[config.mk]
export PLATFORM = sky130hd
export DESIGN_NAME = sample_pack_writer
export DESIGN_NICKNAME = d
export VERILOG_FILES = /design/src/rtl/sp_pkg.sv /design/src/rtl/sp_lane_packer.sv /design/src/rtl/sp_word_fifo.sv /design/src/rtl/sp_window_seq.sv /design/src/rtl/sample_pack_writer.sv
export SDC_FILE = /design/constraint.sdc
export NUM_CORES = 1
export LEC_CHECK = 0
export BUFFER_PORTS_ARGS = -buffer_cell sky130_fd_sc_hd__buf_2
export CORE_MARGIN = 1
export CORE_UTILIZATION = 40
export DETAILED_ROUTE_END_ITERATION = 8
export GPL_TIMING_DRIVEN = 0
export SKIP_CTS_REPAIR_TIMING = 1
export SYNTH_ARGS = -nofsm -noshare
export SYNTH_HDL_FRONTEND = slang
export SYNTH_HIERARCHICAL = 1
export SYNTH_SLANG_ARGS = --single-unit
[constraint.sdc]
create_clock -name clk -period 6.68 [get_ports clk]
set_input_delay 1.002 -clock clk [delete_from_list [all_inputs] [get_ports clk]]
set_output_delay 1.002 -clock clk [all_outputs]
set_load 0.02 [all_outputs]
[src/rtl/sp_pkg.sv]
// Package sp_pkg
// Shared types for the sample packing write master.
// Assumes: nothing beyond the standard language.
package sp_pkg;

    // Run state of the address window sequencer.
    typedef enum logic [1:0] {
        SEQ_IDLE = 2'd0,
        SEQ_RUN  = 2'd1,
        SEQ_DONE = 2'd2
    } seq_state_t;

endpackage

[src/rtl/sp_lane_packer.sv]
// Module sp_lane_packer
// Keeps the upper KEEP_W bits of each accepted sample and gathers LANES
// of them into one word. The first sample of a group goes to the lowest lane.
// The finished word is presented combinationally, in the same cycle as
// the sample that completes the group.
// Assumes: LANES >= 2, KEEP_W <= SAMPLE_W, clear has priority over capture.
module sp_lane_packer #(
    parameter int SAMPLE_W = 12,
    parameter int KEEP_W   = 8,
    parameter int LANES    = 8
) (
    input  logic                    clk,
    input  logic                    rst_n,
    input  logic                    clear,
    input  logic                    enable,
    input  logic                    smp_valid,
    input  logic [SAMPLE_W-1:0]     smp_data,
    output logic                    word_valid,
    output logic [LANES*KEEP_W-1:0] word_data
);
    localparam int CNT_W = $clog2(LANES);

    logic [CNT_W-1:0]  cnt_q;
    logic [KEEP_W-1:0] kept;
    logic              take;
    logic              last;

    // Select the truncated byte and decide whether this sample is captured.
    always_comb begin
        kept       = smp_data[SAMPLE_W-1 -: KEEP_W];
        take       = enable && smp_valid && !clear;
        last       = (cnt_q == CNT_W'(LANES - 1));
        word_valid = take && last;
    end

    // Count the lane position inside the current group.
    always_ff @(posedge clk) begin
        if (!rst_n || clear) begin
            cnt_q <= '0;
        end else if (take) begin
            cnt_q <= last ? '0 : cnt_q + 1'b1;
        end
    end

    for (genvar lane = 0; lane < LANES; lane++) begin : g_lane
        if (lane == LANES - 1) begin : g_top
            // The top lane comes straight from the completing sample.
            assign word_data[lane*KEEP_W +: KEEP_W] = kept;
        end else begin : g_reg
            logic [KEEP_W-1:0] lane_q;
            // Hold the byte captured for this lane.
            always_ff @(posedge clk) begin
                if (!rst_n) begin
                    lane_q <= '0;
                end else if (take && cnt_q == CNT_W'(lane)) begin
                    lane_q <= kept;
                end
            end
            assign word_data[lane*KEEP_W +: KEEP_W] = lane_q;
        end
    end

endmodule

[src/rtl/sp_word_fifo.sv]
// Module sp_word_fifo
// Show-ahead FIFO of packed words. A push is ignored when the FIFO is full,
// and the caller reports the drop. flush empties the FIFO and has priority
// over push and pop.
// Assumes: DEPTH is a power of two and at least 2; pop only when not empty.
module sp_word_fifo #(
    parameter int WIDTH = 64,
    parameter int DEPTH = 16
) (
    input  logic             clk,
    input  logic             rst_n,
    input  logic             flush,
    input  logic             push,
    input  logic [WIDTH-1:0] push_data,
    input  logic             pop,
    output logic [WIDTH-1:0] head_data,
    output logic             empty,
    output logic             full
);
    localparam int PTR_W = $clog2(DEPTH);

    logic [WIDTH-1:0] mem_q [DEPTH];
    logic [PTR_W-1:0] wr_ptr_q;
    logic [PTR_W-1:0] rd_ptr_q;
    logic [PTR_W:0]   count_q;
    logic             do_push;
    logic             do_pop;

    // Derive the status flags and the qualified push and pop.
    always_comb begin
        empty     = (count_q == '0);
        full      = (count_q == (PTR_W+1)'(DEPTH));
        do_push   = push && !full && !flush;
        do_pop    = pop && !empty && !flush;
        head_data = mem_q[rd_ptr_q];
    end

    // Write storage; no reset is needed on the data itself.
    always_ff @(posedge clk) begin
        if (do_push) begin
            mem_q[wr_ptr_q] <= push_data;
        end
    end

    // Move the pointers and the occupancy count.
    always_ff @(posedge clk) begin
        if (!rst_n || flush) begin
            wr_ptr_q <= '0;
            rd_ptr_q <= '0;
            count_q  <= '0;
        end else begin
            if (do_push) wr_ptr_q <= wr_ptr_q + 1'b1;
            if (do_pop)  rd_ptr_q <= rd_ptr_q + 1'b1;
            case ({do_push, do_pop})
                2'b10:   count_q <= count_q + 1'b1;
                2'b01:   count_q <= count_q - 1'b1;
                default: count_q <= count_q;
            endcase
        end
    end

endmodule

[src/rtl/sp_window_seq.sv]
// Module sp_window_seq
// Produces the write address inside the window [base, limit]. The address
// advances by STEP bytes on each accepted write. After the write to the
// limit, the sequencer either wraps to the base or ends the run.
// Assumes: base and limit are STEP-aligned and base <= limit.
module sp_window_seq #(
    parameter int ADDR_W = 32,
    parameter int STEP   = 8
) (
    input  logic              clk,
    input  logic              rst_n,
    input  logic              start,
    input  logic              wrap_en,
    input  logic [ADDR_W-1:0] base_addr,
    input  logic [ADDR_W-1:0] limit_addr,
    input  logic              accept,
    output logic [ADDR_W-1:0] cur_addr,
    output logic [ADDR_W-1:0] win_lo,
    output logic [ADDR_W-1:0] win_hi,
    output logic              running,
    output logic              done
);
    import sp_pkg::*;

    seq_state_t        state_q;
    logic [ADDR_W-1:0] addr_q;
    logic [ADDR_W-1:0] lo_q;
    logic [ADDR_W-1:0] hi_q;
    logic              wrap_q;

    // Capture the window at start and step through it on each accepted write.
    always_ff @(posedge clk) begin
        if (!rst_n) begin
            state_q <= SEQ_IDLE;
            addr_q  <= '0;
            lo_q    <= '0;
            hi_q    <= '0;
            wrap_q  <= 1'b0;
        end else if (start) begin
            state_q <= SEQ_RUN;
            addr_q  <= base_addr;
            lo_q    <= base_addr;
            hi_q    <= limit_addr;
            wrap_q  <= wrap_en;
        end else if (accept && state_q == SEQ_RUN) begin
            if (addr_q == hi_q) begin
                if (wrap_q) begin
                    addr_q <= lo_q;
                end else begin
                    state_q <= SEQ_DONE;
                end
            end else begin
                addr_q <= addr_q + ADDR_W'(STEP);
            end
        end
    end

    // Present the state to the top level.
    always_comb begin
        cur_addr = addr_q;
        win_lo   = lo_q;
        win_hi   = hi_q;
        running  = (state_q == SEQ_RUN);
        done     = (state_q == SEQ_DONE);
    end

endmodule

[src/rtl/sample_pack_writer.sv]
// Module sample_pack_writer
// Top level. It truncates and packs converter samples into bus words,
// queues the words in a FIFO, and writes them through a memory-mapped
// master with wait-request into a bounded address window.
// Assumes: start is a single-cycle pulse; the window is word-aligned;
// outside a run, samples are ignored.
module sample_pack_writer #(
    parameter int SAMPLE_W   = 12,
    parameter int KEEP_W     = 8,
    parameter int LANES      = 8,
    parameter int ADDR_W     = 32,
    parameter int FIFO_DEPTH = 16,
    localparam int DATA_W    = LANES * KEEP_W,
    localparam int BE_W      = DATA_W / 8
) (
    input  logic                clk,
    input  logic                rst_n,
    input  logic                start,
    input  logic                wrap_en,
    input  logic [ADDR_W-1:0]   base_addr,
    input  logic [ADDR_W-1:0]   limit_addr,
    input  logic                smp_valid,
    input  logic [SAMPLE_W-1:0] smp_data,
    output logic [ADDR_W-1:0]   m_address,
    output logic [DATA_W-1:0]   m_writedata,
    output logic                m_write,
    output logic [BE_W-1:0]     m_byteenable,
    input  logic                m_waitrequest,
    output logic                done,
    output logic                overflow
);
    logic              running;
    logic              word_valid;
    logic [DATA_W-1:0] word_data;
    logic              fifo_empty;
    logic              fifo_full;
    logic              accept;
    logic [ADDR_W-1:0] win_lo;
    logic [ADDR_W-1:0] win_hi;
    logic              ovf_q;

    sp_lane_packer #(
        .SAMPLE_W (SAMPLE_W),
        .KEEP_W   (KEEP_W),
        .LANES    (LANES)
    ) u_packer (
        .clk        (clk),
        .rst_n      (rst_n),
        .clear      (start),
        .enable     (running),
        .smp_valid  (smp_valid),
        .smp_data   (smp_data),
        .word_valid (word_valid),
        .word_data  (word_data)
    );

    sp_word_fifo #(
        .WIDTH (DATA_W),
        .DEPTH (FIFO_DEPTH)
    ) u_fifo (
        .clk       (clk),
        .rst_n     (rst_n),
        .flush     (start),
        .push      (word_valid),
        .push_data (word_data),
        .pop       (accept),
        .head_data (m_writedata),
        .empty     (fifo_empty),
        .full      (fifo_full)
    );

    sp_window_seq #(
        .ADDR_W (ADDR_W),
        .STEP   (BE_W)
    ) u_seq (
        .clk        (clk),
        .rst_n      (rst_n),
        .start      (start),
        .wrap_en    (wrap_en),
        .base_addr  (base_addr),
        .limit_addr (limit_addr),
        .accept     (accept),
        .cur_addr   (m_address),
        .win_lo     (win_lo),
        .win_hi     (win_hi),
        .running    (running),
        .done       (done)
    );

    // Issue a write whenever a run is active and a word is queued.
    always_comb begin
        m_write      = running && !fifo_empty;
        accept       = m_write && !m_waitrequest;
        m_byteenable = '1;
        overflow     = ovf_q;
    end

    // Record a dropped word; only a new start clears the record.
    always_ff @(posedge clk) begin
        if (!rst_n || start) begin
            ovf_q <= 1'b0;
        end else if (word_valid && fifo_full) begin
            ovf_q <= 1'b1;
        end
    end

endmodule

==> results of run 1 <==
worst register-to-register path, cell delays in order, from the launching register on:
cell	delay [ns]
sky130_fd_sc_hd__dfxtp_1	0.38
sky130_fd_sc_hd__nor2b_1	0.67
sky130_fd_sc_hd__nand2_1	0.23
sky130_fd_sc_hd__nor3b_1	0.76
sky130_fd_sc_hd__inv_1	0.18
sky130_fd_sc_hd__a211oi_2	0.66
sky130_fd_sc_hd__nand2_1	0.46
sky130_fd_sc_hd__nor2_4	0.71
sky130_fd_sc_hd__buf_12	0.28
sky130_fd_sc_hd__buf_12	0.21
sky130_fd_sc_hd__buf_12	0.22
logic make-up (layout without fill, tap and decap cells):
group	after synthesis	after routing	synth area share (%)
AO/OA/AOI/OAI	137	137	2.01
XOR/XNOR	49	49	0.914
adder cells (fa/ha/maj)	15	15	0.400
buffers and inverters	168	636	1.89
flip-flops	1200	1200	73.0
multiplexers	433	433	17.8
other	1	8	0.00798
AND/OR/NAND/NOR	386	386	4.00
report_power, final:
| group | internal, W | switching (W) | leakage, nW |
|---|---|---|---|
| combinational | 0.0000924 | 0.000186 | 5.09 |
| clock | 0.00408 | 0.00287 | 2.01 |
| sequential | 0.00807 | 0.0000507 | 11.1 |
per-stage QoR:
stage / setup WS, ns / hold WS (ns) / total power [W] / instances
4_1_cts: 1.67 / 0.458 / 0.0155 / 4388
3_3_place_gp: -3.40 / 0.444 / 0.00854 / 4096
5_1_grt: 1.43 / 0.490 / 0.0158 / 4388
6_report: 1.58 / 0.464 / 0.0154 / 4388
3_5_place_dp: 1.68 / 0.448 / 0.00855 / 4159
2_1_floorplan: 1.30 / 0.437 / 0.00841 / 2396
routing by layer:
layer | track usage (%) | vias to the layer above
met5 | 0 | -
met1 | 27.9 | 13211
met2 | 36.4 | 1004
met3 | 3.49 | 216
li1 | - | 10501
met4 | 6.84 | 2
path summary, 6_finish.rpt:
path / start / to / slack [ns] / cells after the start
max: u_seq/state_q[0] / u_fifo/mem_q[7][32] / 1.58 / 10
min: u_seq/win_lo[6] / u_seq/win_lo[6] / 0.46 / 2
max reg2reg: u_seq/state_q[0] / u_fifo/mem_q[7][32] / 1.58 / 10
min reg2reg: u_seq/win_lo[6] / u_seq/win_lo[6] / 0.46 / 2
synthesized netlist by cell type, drive strengths merged (5+ instances only):
library cell  instances  share of area (%)
a211oi               10               0.17
a21oi                24               0.26
a311oi                9               0.18
a31oi                10               0.13
and2                  6              0.080
and3                  5              0.067
buf                  80                1.2
clkbuf               72               0.58
dfxtp               176                7.5
edfxtp             1024                 65
ha                   15               0.40
inv                  15               0.12
mux2i               112                2.4
mux4                320                 15
nand2               109               0.90
nand2b                7              0.093
nand3                50               0.57
nand4                15               0.20
nor2                114               0.91
nor2b                 6               0.11
nor3                 27               0.31
nor4                 21               0.28
o211ai               13               0.21
o21ai                30               0.32
o31ai                 9               0.15
o41ai                 6               0.11
xnor2                 7               0.13
xor2                 42               0.78
layout make-up:
type | instances | share of cell area, %
Sequential cell | 1200 | 61.7
Multi-Input combinational cell | 1028 | 21.6
Clock buffer | 154 | 5.82
Timing Repair Buffer | 239 | 4.23
Tap cell | 1524 | 3.44
Clock inverter | 75 | 1.61
Buffer | 152 | 1.49
Inverter | 16 | 0.108
placed cells by master, fill, tap and decap left out, types with 13 or more instances in the layout:
cell,synthesis,routed
sky130_fd_sc_hd__a21oi_1,24,24
sky130_fd_sc_hd__buf_1,17,17
sky130_fd_sc_hd__buf_12,1,30
sky130_fd_sc_hd__buf_16,0,30
sky130_fd_sc_hd__buf_2,16,192
sky130_fd_sc_hd__buf_4,34,34
sky130_fd_sc_hd__bufinv_16,0,17
sky130_fd_sc_hd__clkbuf_1,71,97
sky130_fd_sc_hd__clkbuf_16,0,122
sky130_fd_sc_hd__clkinv_1,1,21
sky130_fd_sc_hd__clkinv_2,0,25
sky130_fd_sc_hd__dfxtp_1,176,176
sky130_fd_sc_hd__edfxtp_1,1024,1024
sky130_fd_sc_hd__ha_1,15,15
sky130_fd_sc_hd__inv_1,15,15
sky130_fd_sc_hd__mux2i_1,112,112
sky130_fd_sc_hd__mux4_2,312,312
sky130_fd_sc_hd__nand2_1,103,103
sky130_fd_sc_hd__nand3_1,48,48
sky130_fd_sc_hd__nand4_1,15,15
sky130_fd_sc_hd__nor2_1,114,102
sky130_fd_sc_hd__nor3_1,26,22
sky130_fd_sc_hd__nor4_1,21,21
sky130_fd_sc_hd__o211ai_1,13,13
sky130_fd_sc_hd__o21ai_0,29,29
sky130_fd_sc_hd__xor2_1,42,42
state kept, by name, indices dropped and copies added, names as in the netlist, named ones only:
signal                        flops
u_fifo/rd_ptr_q                   4
u_fifo/wr_ptr_q                   4
u_fifo/count_q                    5
u_seq/cur_addr                   32
u_seq/wrap_q                      1
u_packer/g_lane.g_reg.lane_q     56
u_seq/win_lo                     32
u_seq/win_hi                     32
u_fifo/mem_q                   1024
u_packer/cnt_q                    3
u_seq/state_q                     2
overflow                          1
==> impl_metrics.xml, run 1 <==
<?xml version="1.0" encoding="UTF-8"?>
<metrics>
  <group name="global_route">
    <metric name="first_global_vias" unit="">25781</metric>
    <metric name="grt_overflow" unit="">0</metric>
    <metric name="largest_net_degree_at_the_start_of_global_routing" unit="">22</metric>
    <metric name="track_usage" unit="%">21.3</metric>
    <metric name="antenna_found_initial" unit="">2</metric>
    <metric name="first_pass_grt_wire_length" unit="um">180000</metric>
  </group>
  <group name="cells_and_area">
    <metric name="multiInputGateArea" unit="um2">12000</metric>
    <metric name="drive_gt1_share" unit="%">29.2</metric>
    <metric name="final_net_count" unit="">2854</metric>
    <metric name="area.sequential" unit="um2">34300</metric>
    <metric name="design_area" unit="um2">55500</metric>
    <metric name="area_growth_from_synthesis_to_layout" unit="%">18.2</metric>
    <metric name="fillerInstances" unit="">9628</metric>
    <metric name="antenna_cells_inserted" unit="">0</metric>
    <metric name="layout.core_utilization" unit="%">47.7</metric>
  </group>
  <group name="hold_path">
    <metric name="hold_path_class" unit="">register to register</metric>
  </group>
  <group name="route">
    <metric name="routedWlPerCell" unit="um">28.8</metric>
    <metric name="routed_wl_met2" unit="um">63400</metric>
    <metric name="routed_via_density" unit="">5.68</metric>
    <metric name="wirelength" unit="um">126000</metric>
    <metric name="met3_wirelength" unit="um">8790</metric>
    <metric name="topRoutingLayerUsed" unit="">met5</metric>
    <metric name="met1_length" unit="um">50500</metric>
    <metric name="detailedRoute.firstPassIterationCount" unit="">7</metric>
    <metric name="detailedRoute.firstIterationViolations" unit="">2333</metric>
    <metric name="via_count" unit="">24934</metric>
    <metric name="post-route-drc-count" unit="">0</metric>
    <metric name="postRouteAntennaNets" unit="">0</metric>
  </group>
  <group name="run_status">
    <metric name="outcome" unit="">finished, final reports clean</metric>
  </group>
  <group name="placement">
    <metric name="place.port_buffers" unit="">176</metric>
    <metric name="post_dp_cell_area" unit="um2">51400</metric>
    <metric name="hpwl" unit="um">82800</metric>
    <metric name="gp_congestion" unit="">0.874</metric>
  </group>
  <group name="clock_network">
    <metric name="numClockSinks" unit="">1200</metric>
    <metric name="clk_pin_slew_worst_paths" unit="ns">0.07</metric>
    <metric name="worst_skew_pair.late_latency" unit="ns">0.73</metric>
    <metric name="clock_tree.root_cell" unit="">sky130_fd_sc_hd__clkbuf_16</metric>
    <metric name="cts.path.max_buffers" unit="">3</metric>
    <metric name="cts_tree" unit="">done</metric>
    <metric name="cts-htree-levels" unit="">3</metric>
    <metric name="tritoncts.num_buffers" unit="">120</metric>
  </group>
  <group name="logic_synthesis">
    <metric name="synth_async_sr_flop_share" unit="%">0</metric>
    <metric name="synth_edf_count" unit="">1024</metric>
    <metric name="yosysUniqueCellTypes" unit="">74</metric>
    <metric name="avgSynthCellArea" unit="um2">19.7</metric>
    <metric name="netlist_instances" unit="">2389</metric>
    <metric name="synth.yosys.warnings" unit="">6</metric>
    <metric name="synthesis.area" unit="um2">47000</metric>
    <metric name="synth-seq-area-share" unit="%">73.0</metric>
    <metric name="synth_flop_cell" unit="">sky130_fd_sc_hd__edfxtp_1</metric>
    <metric name="synth.ff_latch_count" unit="">1200</metric>
  </group>
  <group name="worst_setup_path">
    <metric name="worstSetupPathType" unit="">register to register</metric>
    <metric name="crit_path_start_kind" unit="">register</metric>
    <metric name="worstPathMaxFanout" unit="">18</metric>
    <metric name="worstPathCellList" unit="">nor2b_1 -&gt; nand2_1 -&gt; nor3b_1 -&gt; inv_1 -&gt; a211oi_2 -&gt; nand2_1 -&gt; nor2_4 -&gt; buf_12 -&gt; buf_12 -&gt; buf_12</metric>
    <metric name="critical-path-slowest-cell" unit="">sky130_fd_sc_hd__nor3b_1</metric>
    <metric name="cp.buffers_inverters" unit="">4</metric>
    <metric name="worstPathRequired" unit="ns">7.09</metric>
    <metric name="cp-end-kind" unit="">register</metric>
    <metric name="worst_ep_arrival_time" unit="ns">5.52</metric>
    <metric name="max_stage_delay" unit="ns">0.76</metric>
    <metric name="critical_path.top_delay_family" unit="">simple AND/OR/NAND/NOR gates</metric>
    <metric name="cpMostUsedCell" unit="">sky130_fd_sc_hd__buf_12</metric>
  </group>
  <group name="timing">
    <metric name="timing_max_transition_violations_final" unit="">0</metric>
    <metric name="slew_headroom" unit="%">19.5</metric>
    <metric name="min_period" unit="ns">5.10</metric>
    <metric name="grt_setup_unrepaired" unit="">false</metric>
    <metric name="totalNegativeSetupSlack" unit="ns">0</metric>
    <metric name="fin_skew" unit="ns">0.0400</metric>
    <metric name="report.final.setup_viol" unit="">0</metric>
    <metric name="hold_viol_final" unit="">0</metric>
    <metric name="maxClockFrequency" unit="GHz">0.196</metric>
    <metric name="timing.final.crit_share" unit="%">76.4</metric>
    <metric name="pin_slew_with_the_least_headroom_to_its_limit" unit="ns">1.21</metric>
  </group>
  <group name="die">
    <metric name="die_w" unit="um">345</metric>
    <metric name="die_h" unit="um">345</metric>
    <metric name="core-area" unit="um2">116000</metric>
    <metric name="fp-row-count" unit="">125</metric>
    <metric name="die-area" unit="um2">119000</metric>
    <metric name="floorplan.initialDensity" unit="%">40.4</metric>
    <metric name="ioPinCount" unit="">189</metric>
  </group>
  <group name="power_and_ir_drop">
    <metric name="vdd_ir_drop_max" unit="mV">0.244</metric>
    <metric name="power.static_leakage" unit="nW">18.2</metric>
    <metric name="power_per_cell_area" unit="nW/um2">277</metric>
  </group>
  <group name="flow_run">
    <metric name="timing.max_cap.violations" unit="">0</metric>
  </group>
</metrics>
Power figures use the tool's default switching activity.
==> run 2, diff against run 1 <==
Clock period 6.68 ns to 4.9 ns, I/O delays scaled along.
==> run 2 against run 1 <==
Against the previous run:
- die area unchanged
- final cell count about the same
- wire length about the same
- via count up 0.16%
==> impl_metrics.xml, run 2 (synthesized netlist as in run 1, its figures left out) <==
<?xml version="1.0" encoding="UTF-8"?>
<metrics>
  <group name="run_status">
    <metric name="outcome" unit="">finished, final reports clean</metric>
  </group>
  <group name="die">
    <metric name="fp-row-count" unit="">125</metric>
    <metric name="die_h" unit="um">345</metric>
    <metric name="die-area" unit="um2">119000</metric>
    <metric name="ioPinCount" unit="">189</metric>
    <metric name="core-area" unit="um2">116000</metric>
    <metric name="die_w" unit="um">345</metric>
    <metric name="floorplan.initialDensity" unit="%">40.4</metric>
  </group>
  <group name="worst_setup_path">
    <metric name="cp-end-kind" unit="">register</metric>
    <metric name="r2r_start" unit="">u_seq/state_q[0]</metric>
    <metric name="reg2reg_slack" unit="ns">0.12</metric>
    <metric name="max_stage_delay" unit="ns">0.77</metric>
    <metric name="cpMostUsedCell" unit="">sky130_fd_sc_hd__nand2_1</metric>
    <metric name="worst_ep_arrival_time" unit="ns">5.19</metric>
    <metric name="worstPathRequired" unit="ns">5.32</metric>
    <metric name="r2r-end" unit="">u_fifo/mem_q[15][46]</metric>
    <metric name="crit_path_start_kind" unit="">register</metric>
    <metric name="rr_worst_depth" unit="">9</metric>
    <metric name="worstPathMaxFanout" unit="">18</metric>
    <metric name="critical_path.top_delay_family" unit="">simple AND/OR/NAND/NOR gates</metric>
    <metric name="critical-path-slowest-cell" unit="">sky130_fd_sc_hd__nor3b_1</metric>
    <metric name="cp.buffers_inverters" unit="">3</metric>
    <metric name="worstPathCellList" unit="">nor2b_2 -&gt; nand2_1 -&gt; nor3b_1 -&gt; inv_1 -&gt; a211oi_2 -&gt; nand2_1 -&gt; nor2_4 -&gt; buf_12 -&gt; buf_16</metric>
    <metric name="worstSetupPathType" unit="">register to register</metric>
  </group>
  <group name="timing">
    <metric name="timing_max_transition_violations_final" unit="">0</metric>
    <metric name="totalNegativeSetupSlack" unit="ns">0</metric>
    <metric name="fin_skew" unit="ns">0.0594</metric>
    <metric name="report.final.setup_viol" unit="">0</metric>
    <metric name="min_period" unit="ns">4.78</metric>
    <metric name="setup_slack" unit="ns">0.120</metric>
    <metric name="timing.final.crit_share" unit="%">97.5</metric>
    <metric name="pin_slew_with_the_least_headroom_to_its_limit" unit="ns">1.24</metric>
    <metric name="slew_headroom" unit="%">17.3</metric>
    <metric name="maxClockFrequency" unit="GHz">0.209</metric>
    <metric name="grt_setup_unrepaired" unit="">false</metric>
    <metric name="hold_viol_final" unit="">0</metric>
  </group>
  <group name="cells_and_area">
    <metric name="final_net_count" unit="">2856</metric>
    <metric name="fillerInstances" unit="">9661</metric>
    <metric name="largest_reg_flops" unit="">1024</metric>
    <metric name="layout_top_registers" unit="">u_fifo/mem_q (1024), u_packer/g_lane.g_reg.lane_q (56)</metric>
    <metric name="most_frequent_standard_cell_in_the_layout_excluding_fill_and_tap_cells" unit="">sky130_fd_sc_hd__edfxtp_1</metric>
    <metric name="drive_gt1_share" unit="%">29.2</metric>
    <metric name="final_cell_mix" unit="">1024 x sky130_fd_sc_hd__edfxtp_1, 312 x sky130_fd_sc_hd__mux4_2, 192 x sky130_fd_sc_hd__buf_2</metric>
    <metric name="registers.top_by_ff_count" unit="">u_fifo/mem_q</metric>
    <metric name="area_growth_from_synthesis_to_layout" unit="%">17.9</metric>
    <metric name="layout.core_utilization" unit="%">47.6</metric>
  </group>
  <group name="power_and_ir_drop">
    <metric name="power.static_leakage" unit="nW">18.2</metric>
    <metric name="vdd_ir_drop_max" unit="mV">0.307</metric>
    <metric name="power_per_cell_area" unit="nW/um2">373</metric>
  </group>
  <group name="route">
    <metric name="detailedRoute.firstIterationViolations" unit="">2626</metric>
    <metric name="routed_via_density" unit="">5.69</metric>
    <metric name="detailedRoute.firstPassIterationCount" unit="">5</metric>
    <metric name="postRouteAntennaNets" unit="">0</metric>
    <metric name="wirelength" unit="um">127000</metric>
    <metric name="via_count" unit="">24973</metric>
    <metric name="routedWlPerCell" unit="um">28.8</metric>
    <metric name="post-route-drc-count" unit="">0</metric>
  </group>
  <group name="clock_network">
    <metric name="numClockSinks" unit="">1200</metric>
    <metric name="clk_pin_slew_worst_paths" unit="ns">0.07</metric>
    <metric name="cts.path.max_buffers" unit="">3</metric>
    <metric name="cts-htree-levels" unit="">3</metric>
    <metric name="worst_skew_pair.late_latency" unit="ns">0.72</metric>
    <metric name="cts_tree" unit="">done</metric>
    <metric name="clock_tree.root_cell" unit="">sky130_fd_sc_hd__clkbuf_16</metric>
    <metric name="tritoncts.num_buffers" unit="">119</metric>
  </group>
  <group name="global_route">
    <metric name="first_pass_grt_wire_length" unit="um">181000</metric>
    <metric name="largest_net_degree_at_the_start_of_global_routing" unit="">22</metric>
    <metric name="track_usage" unit="%">21.3</metric>
    <metric name="antenna_found_initial" unit="">5</metric>
    <metric name="first_global_vias" unit="">25827</metric>
    <metric name="grt_overflow" unit="">0</metric>
  </group>
  <group name="flow_run">
    <metric name="timing.max_cap.violations" unit="">0</metric>
  </group>
  <group name="hold_path">
    <metric name="worst_hold_path.endpoint" unit="">u_seq/win_hi[20]</metric>
    <metric name="hold_path_class" unit="">input pin to register</metric>
    <metric name="hold-path-cell-count" unit="">3</metric>
    <metric name="min-delay-start" unit="">limit_addr[20]</metric>
  </group>
  <group name="placement">
    <metric name="gp_congestion" unit="">0.893</metric>
    <metric name="place_ws" unit="ns">-0.0952</metric>
    <metric name="place.port_buffers" unit="">176</metric>
    <metric name="hpwl" unit="um">81900</metric>
  </group>
</metrics>
run 2: worst max-delay path by stage:
stage	startpoint	end	slack (ns)	depth (start not counted)
global placement	u_seq/state_q[0]	u_fifo/mem_q[11][40]	-5.40	7
detailed placement	u_seq/state_q[0]	u_fifo/mem_q[6][26]	-0.1	10
global route	u_seq/state_q[0]	u_fifo/mem_q[4][25]	0.004	10
CTS	u_seq/state_q[0]	u_fifo/mem_q[6][32]	-0.05	10
floorplan	u_seq/state_q[0]	u_fifo/mem_q[7][0]	-0.28	7
finish	u_seq/state_q[0]	u_fifo/mem_q[15][46]	0.12	9
run 2: area by class of cell:
class                      count  area (um2)  share of cell area (%)
tap                         1524        1910                    3.44
clock inverter                71         733                    1.32
sequential                  1200       34300                    61.9
timing repair buffer         242        2350                    4.24
multi-input combinational   1028       12000                    21.6
clock buffer                 153        3240                    5.85
inverter                      16        60.1                   0.108
antenna                        1        2.50                 0.00452
buffer                       152         826                    1.49
run 2: stage by stage:
step	cell area, um2	hold slack [ns]	power (W)	instances
after floorplan	47000	0.437	0.0115	2396
after global placement	49800	0.449	0.0116	4096
after detailed placement	51400	0.453	0.0117	4160
after CTS	55300	0.223	0.0208	4384
after global routing	55400	0.247	0.0212	4386
final	55400	0.268	0.0206	4387
run 2: per-layer routing:
metal | GRT usage [%] | wire length [um] | up-vias
li1 | - | - | 10493
met1 | 28.5 | 51500 | 13225
met4 | 5.91 | 3470 | 4
met2 | 35.9 | 62800 | 1041
met5 | 0 | 22 | -
met3 | 3.75 | 8750 | 210
run 2: worst register-to-register path, delay by kind of cell (launching register included):
kind,cells,cell delay [ns]
DFF,1,0.39
and+or+nand+nor,5,2.74
AOI/OAI and AO/OA,1,0.65
buffers and inverters,3,0.72
run 2: report_power, final:
part,leakage (nW),internal (W),total (W),switching (W)
combinational,5.10,0.000126,0.000378,0.000252
sequential,11.1,0.0110,0.0111,0.0000689
clock,1.96,0.00530,0.00919,0.00389
==> run 3, diff against run 2 <==
Settings changed: ABC_CLOCK_PERIOD_IN_PS set to 4900, CTS_BUF_LIST set to sky130_fd_sc_hd__clkbuf_2.
==> run 3 against run 2 <==
Against the previous run:
- clock skew grew 0.14 ns
- largest cell class unchanged
- final cell count grew 10%
- final area grew 0.34%
- via count grew 7.1%
- sequential share of layout area shrank 0.21 points
- non-clock buffer count grew 142
- first-iteration DRC count shrank 6.2%
- clock power shrank 28%
- flip-flop and latch count is the same
- fmax grew 0.52%
- die area is the same
==> impl_metrics.xml, run 3 (synthesized netlist as in run 1, its figures left out) <==
<?xml version="1.0" encoding="UTF-8"?>
<metrics>
  <group name="cells_and_area">
    <metric name="most_frequent_standard_cell_in_the_layout_excluding_fill_and_tap_cells" unit="">sky130_fd_sc_hd__edfxtp_1</metric>
    <metric name="layout.core_utilization" unit="%">47.7</metric>
    <metric name="area_growth_from_synthesis_to_layout" unit="%">18.3</metric>
    <metric name="post_layout_nonfiller_instances" unit="">4840</metric>
    <metric name="registers.top_by_ff_count" unit="">u_fifo/mem_q</metric>
    <metric name="largest_reg_flops" unit="">1024</metric>
    <metric name="final_net_count" unit="">3198</metric>
    <metric name="layout_top_registers" unit="">u_fifo/mem_q (1024), u_packer/g_lane.g_reg.lane_q (56)</metric>
    <metric name="drive_gt1_share" unit="%">35.3</metric>
    <metric name="final_cell_mix" unit="">1024 x sky130_fd_sc_hd__edfxtp_1, 479 x sky130_fd_sc_hd__clkbuf_2, 312 x sky130_fd_sc_hd__mux4_2</metric>
  </group>
  <group name="timing">
    <metric name="maxClockFrequency" unit="GHz">0.210</metric>
    <metric name="timing.final.crit_share" unit="%">97.0</metric>
    <metric name="report.final.setup_viol" unit="">0</metric>
    <metric name="min_period" unit="ns">4.75</metric>
    <metric name="setup_slack" unit="ns">0.145</metric>
    <metric name="hold_viol_final" unit="">0</metric>
    <metric name="pin_slew_with_the_least_headroom_to_its_limit" unit="ns">1.15</metric>
    <metric name="timing_max_transition_violations_final" unit="">0</metric>
    <metric name="slew_headroom" unit="%">23.1</metric>
    <metric name="fin_skew" unit="ns">0.196</metric>
  </group>
  <group name="route">
    <metric name="detailedRoute.firstPassIterationCount" unit="">6</metric>
    <metric name="wirelength" unit="um">130000</metric>
    <metric name="routed_via_density" unit="">5.53</metric>
    <metric name="via_count" unit="">26753</metric>
    <metric name="post-route-drc-count" unit="">0</metric>
    <metric name="routedWlPerCell" unit="um">26.8</metric>
    <metric name="postRouteAntennaNets" unit="">0</metric>
    <metric name="detailedRoute.firstIterationViolations" unit="">2463</metric>
  </group>
  <group name="clock_network">
    <metric name="clk_pin_slew_worst_paths" unit="ns">0.09</metric>
    <metric name="clock_tree.root_cell" unit="">sky130_fd_sc_hd__clkbuf_2</metric>
    <metric name="cts_tree" unit="">done</metric>
    <metric name="worst_skew_pair.late_latency" unit="ns">1.56</metric>
    <metric name="tritoncts.num_buffers" unit="">319</metric>
    <metric name="cts.path.max_buffers" unit="">4</metric>
    <metric name="numClockSinks" unit="">1200</metric>
    <metric name="cts-htree-levels" unit="">5</metric>
  </group>
  <group name="global_route">
    <metric name="first_global_vias" unit="">27778</metric>
    <metric name="grt_overflow" unit="">0</metric>
    <metric name="antenna_found_initial" unit="">5</metric>
    <metric name="track_usage" unit="%">21.8</metric>
    <metric name="largest_net_degree_at_the_start_of_global_routing" unit="">22</metric>
    <metric name="first_pass_grt_wire_length" unit="um">184000</metric>
  </group>
  <group name="worst_setup_path">
    <metric name="worstSetupPathType" unit="">register to output pin</metric>
    <metric name="crit_path_start_kind" unit="">register</metric>
    <metric name="worstPathRequired" unit="ns">4.16</metric>
    <metric name="worst_ep_arrival_time" unit="ns">4.02</metric>
    <metric name="worstPathMaxFanout" unit="">10</metric>
    <metric name="cp-end-kind" unit="">output pin</metric>
    <metric name="r2r_start" unit="">u_seq/state_q[0]</metric>
  </group>
  <group name="power_and_ir_drop">
    <metric name="power.static_leakage" unit="nW">19.0</metric>
    <metric name="power_per_cell_area" unit="nW/um2">327</metric>
    <metric name="totalPowerFinal" unit="W">0.0181</metric>
    <metric name="vdd_ir_drop_max" unit="mV">0.158</metric>
  </group>
  <group name="placement">
    <metric name="place_ws" unit="ns">-0.0952</metric>
    <metric name="hpwl" unit="um">81900</metric>
    <metric name="placedCellCount" unit="">4160</metric>
    <metric name="gp_congestion" unit="">0.893</metric>
    <metric name="place.port_buffers" unit="">176</metric>
  </group>
  <group name="die">
    <metric name="die-area" unit="um2">119000</metric>
    <metric name="die_w" unit="um">345</metric>
    <metric name="core-area" unit="um2">116000</metric>
    <metric name="fp-row-count" unit="">125</metric>
    <metric name="ioPinCount" unit="">189</metric>
    <metric name="die_h" unit="um">345</metric>
    <metric name="floorplan.initialDensity" unit="%">40.4</metric>
  </group>
  <group name="run_status">
    <metric name="outcome" unit="">finished, final reports clean</metric>
  </group>
  <group name="flow_run">
    <metric name="timing.max_cap.violations" unit="">0</metric>
  </group>
  <group name="hold_path">
    <metric name="hold_path_class" unit="">input pin to register</metric>
    <metric name="min-delay-start" unit="">limit_addr[1]</metric>
  </group>
</metrics>
==> run 3: path summary, 6_finish.rpt <==
kind                              end  slack [ns]  cells past startpoint
setup / recovery      m_writedata[62]        0.15                      5
hold / removal        u_seq/win_hi[1]        0.05                      4
setup reg to reg  u_fifo/mem_q[5][28]        0.33                     10
hold reg to reg      u_seq/win_lo[29]        0.47                      2
==> run 3: through the flow <==
step,TNS [ns],hold slack [ns],cell area (um2)
final,0,0.0485,55500
after global routing,-0.0164,0.00311,55500
after CTS,-64.91,-0.752,54100
after detailed placement,-3.94,0.453,51400
after global placement,-4031.28,0.449,49800
after floorplan,-97.43,0.437,47000
==> run 3: layout make-up <==
class,instances,area (um2)
tap,1524,1910
clock buffer,450,2250
inverter,16,60.1
clock inverter,84,439
timing repair buffer,385,3760
multi-input combinational,1028,12000
antenna,2,5.00
sequential,1200,34300
buffer,151,875
fill,9932,60800
==> run 3: report_power, final <==
part / switching (W) / leakage (nW) / internal [W]
registers: 0.0000700 / 11.1 / 0.0110
logic: 0.000271 / 5.83 / 0.000196
clock network: 0.00397 / 2.08 / 0.00266
total: 0.00431 / 19.0 / 0.0138
==> run 3: worst max-delay path: stages (launching register included) <==
cell                       delay (ns)
sky130_fd_sc_hd__dfxtp_1         0.47
sky130_fd_sc_hd__clkbuf_2        0.44
sky130_fd_sc_hd__clkbuf_2        0.45
sky130_fd_sc_hd__mux4_2          0.37
sky130_fd_sc_hd__mux4_2          0.55
sky130_fd_sc_hd__buf_2           0.19
==> run 3: metal layers <==
metal / global-route usage, % / part of all wire (%)
met5: 0 / 0.0077
met1: 27.7 / 40
met3: 5.41 / 8.2
met4: 7.70 / 2.5
met2: 36.1 / 50
